**src/rtl/drv_mode_pkg.sv**
```systemverilog
package drv_mode_pkg;

   typedef enum logic [1:0] {
      MODE_SLEEP  = 2'b00,
      MODE_IDLE   = 2'b01,
      MODE_ACTIVE = 2'b10,
      MODE_LIMP   = 2'b11
   } mode_t;

   function automatic logic is_powered(input mode_t m);
      return (m == MODE_ACTIVE) || (m == MODE_LIMP);
   endfunction

endpackage

```
**src/rtl/drv_mode_fsm.sv**
```systemverilog
module drv_mode_fsm
   import drv_mode_pkg::*;
#(
   parameter int TRANS_CYCLES = 16
) (
   input  logic  clk,
   input  logic  rst_n,
   input  logic  sleep_n,
   input  logic  any_in,
   input  logic  wake_req,
   output mode_t mode_q
);

   mode_t tgt;
   logic  delayed;

   // One target rule serves every mode; only the timing of the move differs.
   always_comb begin
      if (!sleep_n) tgt = any_in ? MODE_LIMP : MODE_SLEEP;
      else          tgt = wake_req ? MODE_ACTIVE : MODE_IDLE;
      delayed = !is_powered(mode_q) && is_powered(tgt);
   end

   if (TRANS_CYCLES < 0) begin : g_bad_delay
      $error("TRANS_CYCLES must not be negative");
   end

   if (TRANS_CYCLES == 0) begin : g_no_timer
      always_ff @(posedge clk or negedge rst_n) begin
         if (!rst_n) mode_q <= MODE_SLEEP;
         else        mode_q <= tgt;
      end
   end else begin : g_timer
      localparam int CW = (TRANS_CYCLES < 2) ? 1 : $clog2(TRANS_CYCLES + 1);
      localparam logic [CW-1:0] LAST = CW'(TRANS_CYCLES - 1);

      logic [CW-1:0] cnt_q;
      logic [CW-1:0] hit;
      logic          pend_vld_q;
      mode_t         pend_q;

      assign hit = (pend_vld_q && (pend_q == tgt)) ? cnt_q : '0;

      always_ff @(posedge clk or negedge rst_n) begin
         if (!rst_n) begin
            mode_q     <= MODE_SLEEP;
            pend_q     <= MODE_SLEEP;
            pend_vld_q <= 1'b0;
            cnt_q      <= '0;
         end else if (delayed) begin
            if (hit == LAST) begin
               mode_q     <= tgt;
               pend_vld_q <= 1'b0;
               cnt_q      <= '0;
            end else begin
               pend_q     <= tgt;
               pend_vld_q <= 1'b1;
               cnt_q      <= hit + 1'b1;
            end
         end else begin
            mode_q     <= tgt;
            pend_vld_q <= 1'b0;
            cnt_q      <= '0;
         end
      end
   end

endmodule

```
**src/rtl/drv_mode_policy.sv**
```systemverilog
module drv_mode_policy
   import drv_mode_pkg::*;
(
   input  mode_t mode_q,
   input  logic  vdd_uv,
   input  logic  vm_uv,
   output logic  reg_reset,
   output logic  spi_avail,
   output logic  reg_wprot,
   output logic  pin_ok,
   output logic  en_ok
);

   always_comb begin
      reg_reset = vdd_uv;
      spi_avail = !vdd_uv;
      reg_wprot = 1'b0;
      pin_ok    = 1'b0;
      en_ok     = 1'b0;
      unique case (mode_q)
         MODE_SLEEP: begin
            reg_reset = 1'b1;
            spi_avail = 1'b0;
         end
         MODE_IDLE: ;
         MODE_ACTIVE: begin
            pin_ok = !(vdd_uv && vm_uv);
            en_ok  = !vdd_uv;
         end
         MODE_LIMP: begin
            pin_ok    = !(vdd_uv && vm_uv);
            reg_wprot = !vdd_uv;
         end
         default: ;
      endcase
   end

endmodule

```
**src/rtl/drv_mode_gate.sv**
```systemverilog
module drv_mode_gate #(
   parameter int NUM_CH = 8
) (
   input  logic [NUM_CH-1:0] in_pin,
   input  logic [NUM_CH-1:0] en_bit,
   input  logic              pin_ok,
   input  logic              en_ok,
   output logic [NUM_CH-1:0] drive
);

   for (genvar i = 0; i < NUM_CH; i++) begin : g_ch
      assign drive[i] = (in_pin[i] & pin_ok) | (en_bit[i] & en_ok);
   end

endmodule

```
**src/rtl/drv_mode_ctrl.sv**
```systemverilog
module drv_mode_ctrl
   import drv_mode_pkg::*;
#(
   parameter int NUM_CH       = 8,
   parameter int TRANS_CYCLES = 16
) (
   input  logic              clk,
   input  logic              rst_n,
   input  logic              sleep_n,
   input  logic [NUM_CH-1:0] in_pin,
   input  logic [NUM_CH-1:0] en_bit,
   input  logic              act_bit,
   input  logic              vdd_uv,
   input  logic              vm_uv,
   output logic [1:0]        mode,
   output logic [NUM_CH-1:0] drive,
   output logic              reg_reset,
   output logic              spi_avail,
   output logic              reg_wprot
);

   if (NUM_CH < 1 || NUM_CH > 64) begin : g_bad_width
      $error("NUM_CH must lie between 1 and 64");
   end

   mode_t mode_q;
   logic  any_in;
   logic  wake_req;
   logic  pin_ok;
   logic  en_ok;

   // Register-file sources count only while the registers are out of reset.
   assign any_in   = |in_pin;
   assign wake_req = any_in | ((act_bit | (|en_bit)) & ~reg_reset);

   drv_mode_fsm #(.TRANS_CYCLES(TRANS_CYCLES)) u_fsm (
      .clk      (clk),
      .rst_n    (rst_n),
      .sleep_n  (sleep_n),
      .any_in   (any_in),
      .wake_req (wake_req),
      .mode_q   (mode_q)
   );

   drv_mode_policy u_policy (
      .mode_q    (mode_q),
      .vdd_uv    (vdd_uv),
      .vm_uv     (vm_uv),
      .reg_reset (reg_reset),
      .spi_avail (spi_avail),
      .reg_wprot (reg_wprot),
      .pin_ok    (pin_ok),
      .en_ok     (en_ok)
   );

   drv_mode_gate #(.NUM_CH(NUM_CH)) u_gate (
      .in_pin (in_pin),
      .en_bit (en_bit),
      .pin_ok (pin_ok),
      .en_ok  (en_ok),
      .drive  (drive)
   );

   assign mode = mode_q;

endmodule

```
**config.mk**
```make
export PLATFORM = sky130hd
export DESIGN_NAME = drv_mode_ctrl
export DESIGN_NICKNAME = d
export VERILOG_FILES = /design/src/rtl/drv_mode_pkg.sv /design/src/rtl/drv_mode_fsm.sv /design/src/rtl/drv_mode_policy.sv /design/src/rtl/drv_mode_gate.sv /design/src/rtl/drv_mode_ctrl.sv
export SDC_FILE = /design/constraint.sdc
export NUM_CORES = 1
export LEC_CHECK = 0
export BUFFER_PORTS_ARGS = -buffer_cell sky130_fd_sc_hd__buf_2
export CAP_MARGIN = 30
export CORE_MARGIN = 8
export CORE_UTILIZATION = 49
export DETAILED_ROUTE_END_ITERATION = 10
export PLACE_DENSITY = 0.93
export SYNTH_ARGS = -nofsm -noshare
export SYNTH_HDL_FRONTEND = slang
export SYNTH_SLANG_ARGS = --single-unit
export TNS_END_PERCENT = 50
```
**constraint.sdc**
```tcl
create_clock -name clk -period 4.8 [get_ports clk]
set_input_delay 0.24 -clock clk [delete_from_list [all_inputs] [get_ports clk]]
set_output_delay 0.24 -clock clk [all_outputs]
set_load 0.01 [all_outputs]
```
==> metrics.md <==
| Metric | Value |
|---|---|
| Final-stage net count | `between 100 and 150` |
| Peak supply drop | `roughly 200 uV` |
| Count of cell types in the netlist | `35` |
| Mapped cell area | `approximately 770 sq um` |
| Critical path arrival | `about 3 ns` |
| Core Footprint | `1490 sq um` |
| Gp weighted congestion | `roughly 0.87` |
| Setup repair after global routing missed its margin | `false` |
| Count of input and output buffers | `34` |
| Post-detailed-placement half-perimeter wirelength | `around 1.6 mm` |
| Critical path buffers and inverters | `0` |
| LEAKAGE | `around 0.47 nW` |
| Final hold violation count | `0` |
| Total Negative Setup Slacks | `0 ns` |
| Worst Setup Start Kind | `flop` |
| Crit-path cells | `o21ba_2 -> a2111o_1 -> a21oi_1 -> o32a_4 -> and2_2 -> ha_1 -> nand3_1 -> nor2_1 -> a21boi_4 -> mux2_1` |
| Via count of the first global-routing pass | `742` |
| Antenna-violating nets left | `0` |
| Sequential cell area | `250 sq um` |
| Clock latency reported for the late side of the worst-skew pair | `0.28 ns` |
| Most common cell after layout, fill and taps aside | `sky130_fd_sc_hd__buf_2` |
| Overall track demand over capacity in global routing | `0.128` |
| Highest-count cells in the layout ignoring fill and taps | `sky130_fd_sc_hd__buf_2, sky130_fd_sc_hd__nor2b_1, sky130_fd_sc_hd__dfrtp_1` |
| Die Wd | `about 56 um` |
| Delay of the slowest cell on the worst path | `approximately 0.48 ns` |
| DRC violations left | `0` |
| Number of cell rows | `14` |
| Wire length of the first global-routing pass | `3.24 mm` |
| Die H | `~56 um` |
| Antenna cells | `0` |
| Multi-input gate area | `around 510 sq um` |
| Clk sink count | `10` |
| Antenna violations before repair | `0` |
| DR vias/cell | `5.67` |
| Per-instance average area after synthesis | `9.01 sq um` |
| TritonCTS clock tree | `built` |
| Fin Hold WS | `0.336 ns` |
| Cells after Synth | `86` |
| Shortest clock period the worst path allows after layout | `2.88 ns` |
| Post-place setup slack | `1.74 ns` |
| Fillers | `between 100 and 150` |
| Share of post-route cells with drive strength above 1 | `0.393` |
| Final Cycle Share | `0.600` |
| TritonCTS Buffers | `3` |
| CP max-delay cell | `sky130_fd_sc_hd__dfrtp_1` |
| Maximum fanout along the worst path | `12` |
| Async set-reset flop share out of synthesis | `1.00` |
| Initial core utilization | `0.520` |
| H-tree level count | `1` |
| Skew final | `~0.00029 ns` |
| Via count | `about 780` |
| Signed area change from the synthesized netlist to the final layout | `29.1%` |
| Max-capacitance violation count | `0` |
| Net count after synthesis | `109` |
| Post-synth top flop | `sky130_fd_sc_hd__dfrtp_1` |
| Number of synthesized flops with an enable pin | `0` |
| Category of cells accounting for the largest share of critical-path delay | `compound AO/OA/AOI/OAI gates` |
| Remaining Overflow, GRT | `0` |
| Top-level port count | `35` |
| Average detailed-routed wire length per instance | `14.3 um` |
| Pin count of the biggest net entering global routing | `13` |
| Setup slack of the critical path after layout | `1.92 ns` |
| Slew at the pin closest to its max-slew limit | `around 0.48 ns` |
| Sequential element share of the synthesized area | `0.323` |
| Final setup violating endpoints | `0` |
| Req. time, crit path | `between 4 and 5 ns` |
| Total die area | `just over 3000 sq um` |
| Worst setup EP type | `flop` |
| Outcome | `finished clean` |
| Power density of the placed cells | `316 nW/um^2` |
| Clock edge transition at the registers on the reported setup and hold paths | `0.07 ns` |
| Warnings, synthesis | `0` |
| 1st-pass router iterations | `4` |
| Hold crit path type | `in2async` |
| Top achievable clock speed | `approximately 0.35 GHz` |
| Iteration-0 DRC count of the detailed router | `20` |
| Worst setup path category | `reg2reg` |
| Post-CTS sizing | `0` |
| Headroom to the max-slew limit | `0.676` |
| Total length of routed wires | `1.97 mm` |
| Root Buffer | `sky130_fd_sc_hd__clkbuf_4` |
| CTS max path bufs | `2` |
| Synth Register Bits | `10` |
| Final max-slew violation count | `0` |
==> routing by layer <==
| metal | wire length [um] | share of wire | vias to the layer above | track usage |
|---|---|---|---|---|
| met3 | 300 | 0.15 | 6 | 0.0868 |
| met2 | 793 | 0.40 | 41 | 0.189 |
| li1 | - | - | 389 | - |
| met1 | 811 | 0.41 | 347 | 0.127 |
| met5 | 0 | 0 | - | 0 |
| met4 | 65 | 0.033 | 0 | 0.0845 |
==> final cells by class <==
class                      count  area share
tap                           16      0.0200
multi-input combinational     71       0.506
sequential                    10       0.250
clock buffer                   4      0.0363
timing repair buffer          35       0.180
inverter                       2     0.00751
==> kinds of logic (layout without fill, tap and decap cells) <==
group,after synthesis,in the layout,share of synthesized area
mux,3,3,0.0420
buf+inv,5,41,0.0242
compound gates,21,21,0.246
simple gates,44,44,0.326
fa+ha+maj,1,1,0.0162
flops,10,10,0.323
xor+xnor,2,2,0.0226
==> metrics by stage <==
step	cells	total power [mW]	instance area [sq um]	util
floorplan	86	0.193	774	-
global placement	133	0.231	953	0.640
detailed placement	133	0.238	953	0.640
CTS	138	0.317	1000	0.671
global route	138	0.338	1000	0.671
finish	138	0.315	1000	0.671
==> where the power goes <==
| group | leakage (nW) | switching (mW) | internal, mW | total [mW] |
|---|---|---|---|---|
| registers | 0.121 | 0.0161 | 0.100 | 0.116 |
| clock network | 0.0210 | 0.0327 | 0.0463 | 0.0790 |
| logic | 0.331 | 0.0623 | 0.0578 | 0.120 |
| total | 0.473 | 0.111 | 0.204 | 0.315 |
==> worst register-to-register path, cell delays in order (launching register included) <==
cell	delay, ns
sky130_fd_sc_hd__dfrtp_1	0.48
sky130_fd_sc_hd__o21ba_2	0.31
sky130_fd_sc_hd__a2111o_1	0.42
sky130_fd_sc_hd__a21oi_1	0.17
sky130_fd_sc_hd__o32a_4	0.24
sky130_fd_sc_hd__and2_2	0.16
sky130_fd_sc_hd__ha_1	0.19
sky130_fd_sc_hd__nand3_1	0.11
sky130_fd_sc_hd__nor2_1	0.25
sky130_fd_sc_hd__a21boi_4	0.11
sky130_fd_sc_hd__mux2_1	0.32
==> registers in the layout, indices dropped and copies added (netlist names) <==
name / cells
u_fsm.g_timer.pend_vld_q: 1
u_fsm.mode_q: 2
u_fsm.g_timer.cnt_q: 5
u_fsm.g_timer.pend_q: 2
==> worst paths after layout <==
| kind | from | end | slack [ns] | depth (start not counted) |
|---|---|---|---|---|
| max | u_fsm.mode_q[1] | u_fsm.mode_q[0] | 1.92 | 10 |
| min | rst_n | u_fsm.mode_q[1] | 0.34 | 2 |
| max reg2reg | u_fsm.mode_q[1] | u_fsm.mode_q[0] | 1.92 | 10 |
| min reg2reg | u_fsm.g_timer.cnt_q[4] | u_fsm.g_timer.cnt_q[4] | 0.51 | 2 |
| max in group asynchronous | rst_n | u_fsm.g_timer.pend_q[0] | 4.28 | 2 |
| min in group clk | sleep_n | u_fsm.mode_q[1] | 0.42 | 3 |
==> what timing repair did <==
action | CTS | global route
endpoints found under the hold margin | 10 | 0
endpoints found under the setup margin | 0 | 0
hold buffers | 1 | 0
setup buffers | 0 | 0
==> cell usage after synthesis (2+ instances only) <==
library cell | number | area share
sky130_fd_sc_hd__a22oi_1 | 8 | 0.078
sky130_fd_sc_hd__a31oi_1 | 2 | 0.016
sky130_fd_sc_hd__and2_1 | 2 | 0.016
sky130_fd_sc_hd__and2_2 | 2 | 0.019
sky130_fd_sc_hd__clkbuf_1 | 3 | 0.015
sky130_fd_sc_hd__dfrtp_1 | 10 | 0.32
sky130_fd_sc_hd__inv_1 | 2 | 0.0097
sky130_fd_sc_hd__mux2_1 | 2 | 0.029
sky130_fd_sc_hd__nand2_1 | 5 | 0.024
sky130_fd_sc_hd__nand3_1 | 4 | 0.026
sky130_fd_sc_hd__nand3b_1 | 2 | 0.019
sky130_fd_sc_hd__nor2_1 | 7 | 0.034
sky130_fd_sc_hd__nor2b_1 | 10 | 0.081
sky130_fd_sc_hd__nor3_1 | 3 | 0.019
sky130_fd_sc_hd__nor4_1 | 2 | 0.016
sky130_fd_sc_hd__o21ai_0 | 2 | 0.013
sky130_fd_sc_hd__or4_4 | 2 | 0.029
Power figures use the tool's default switching activity.
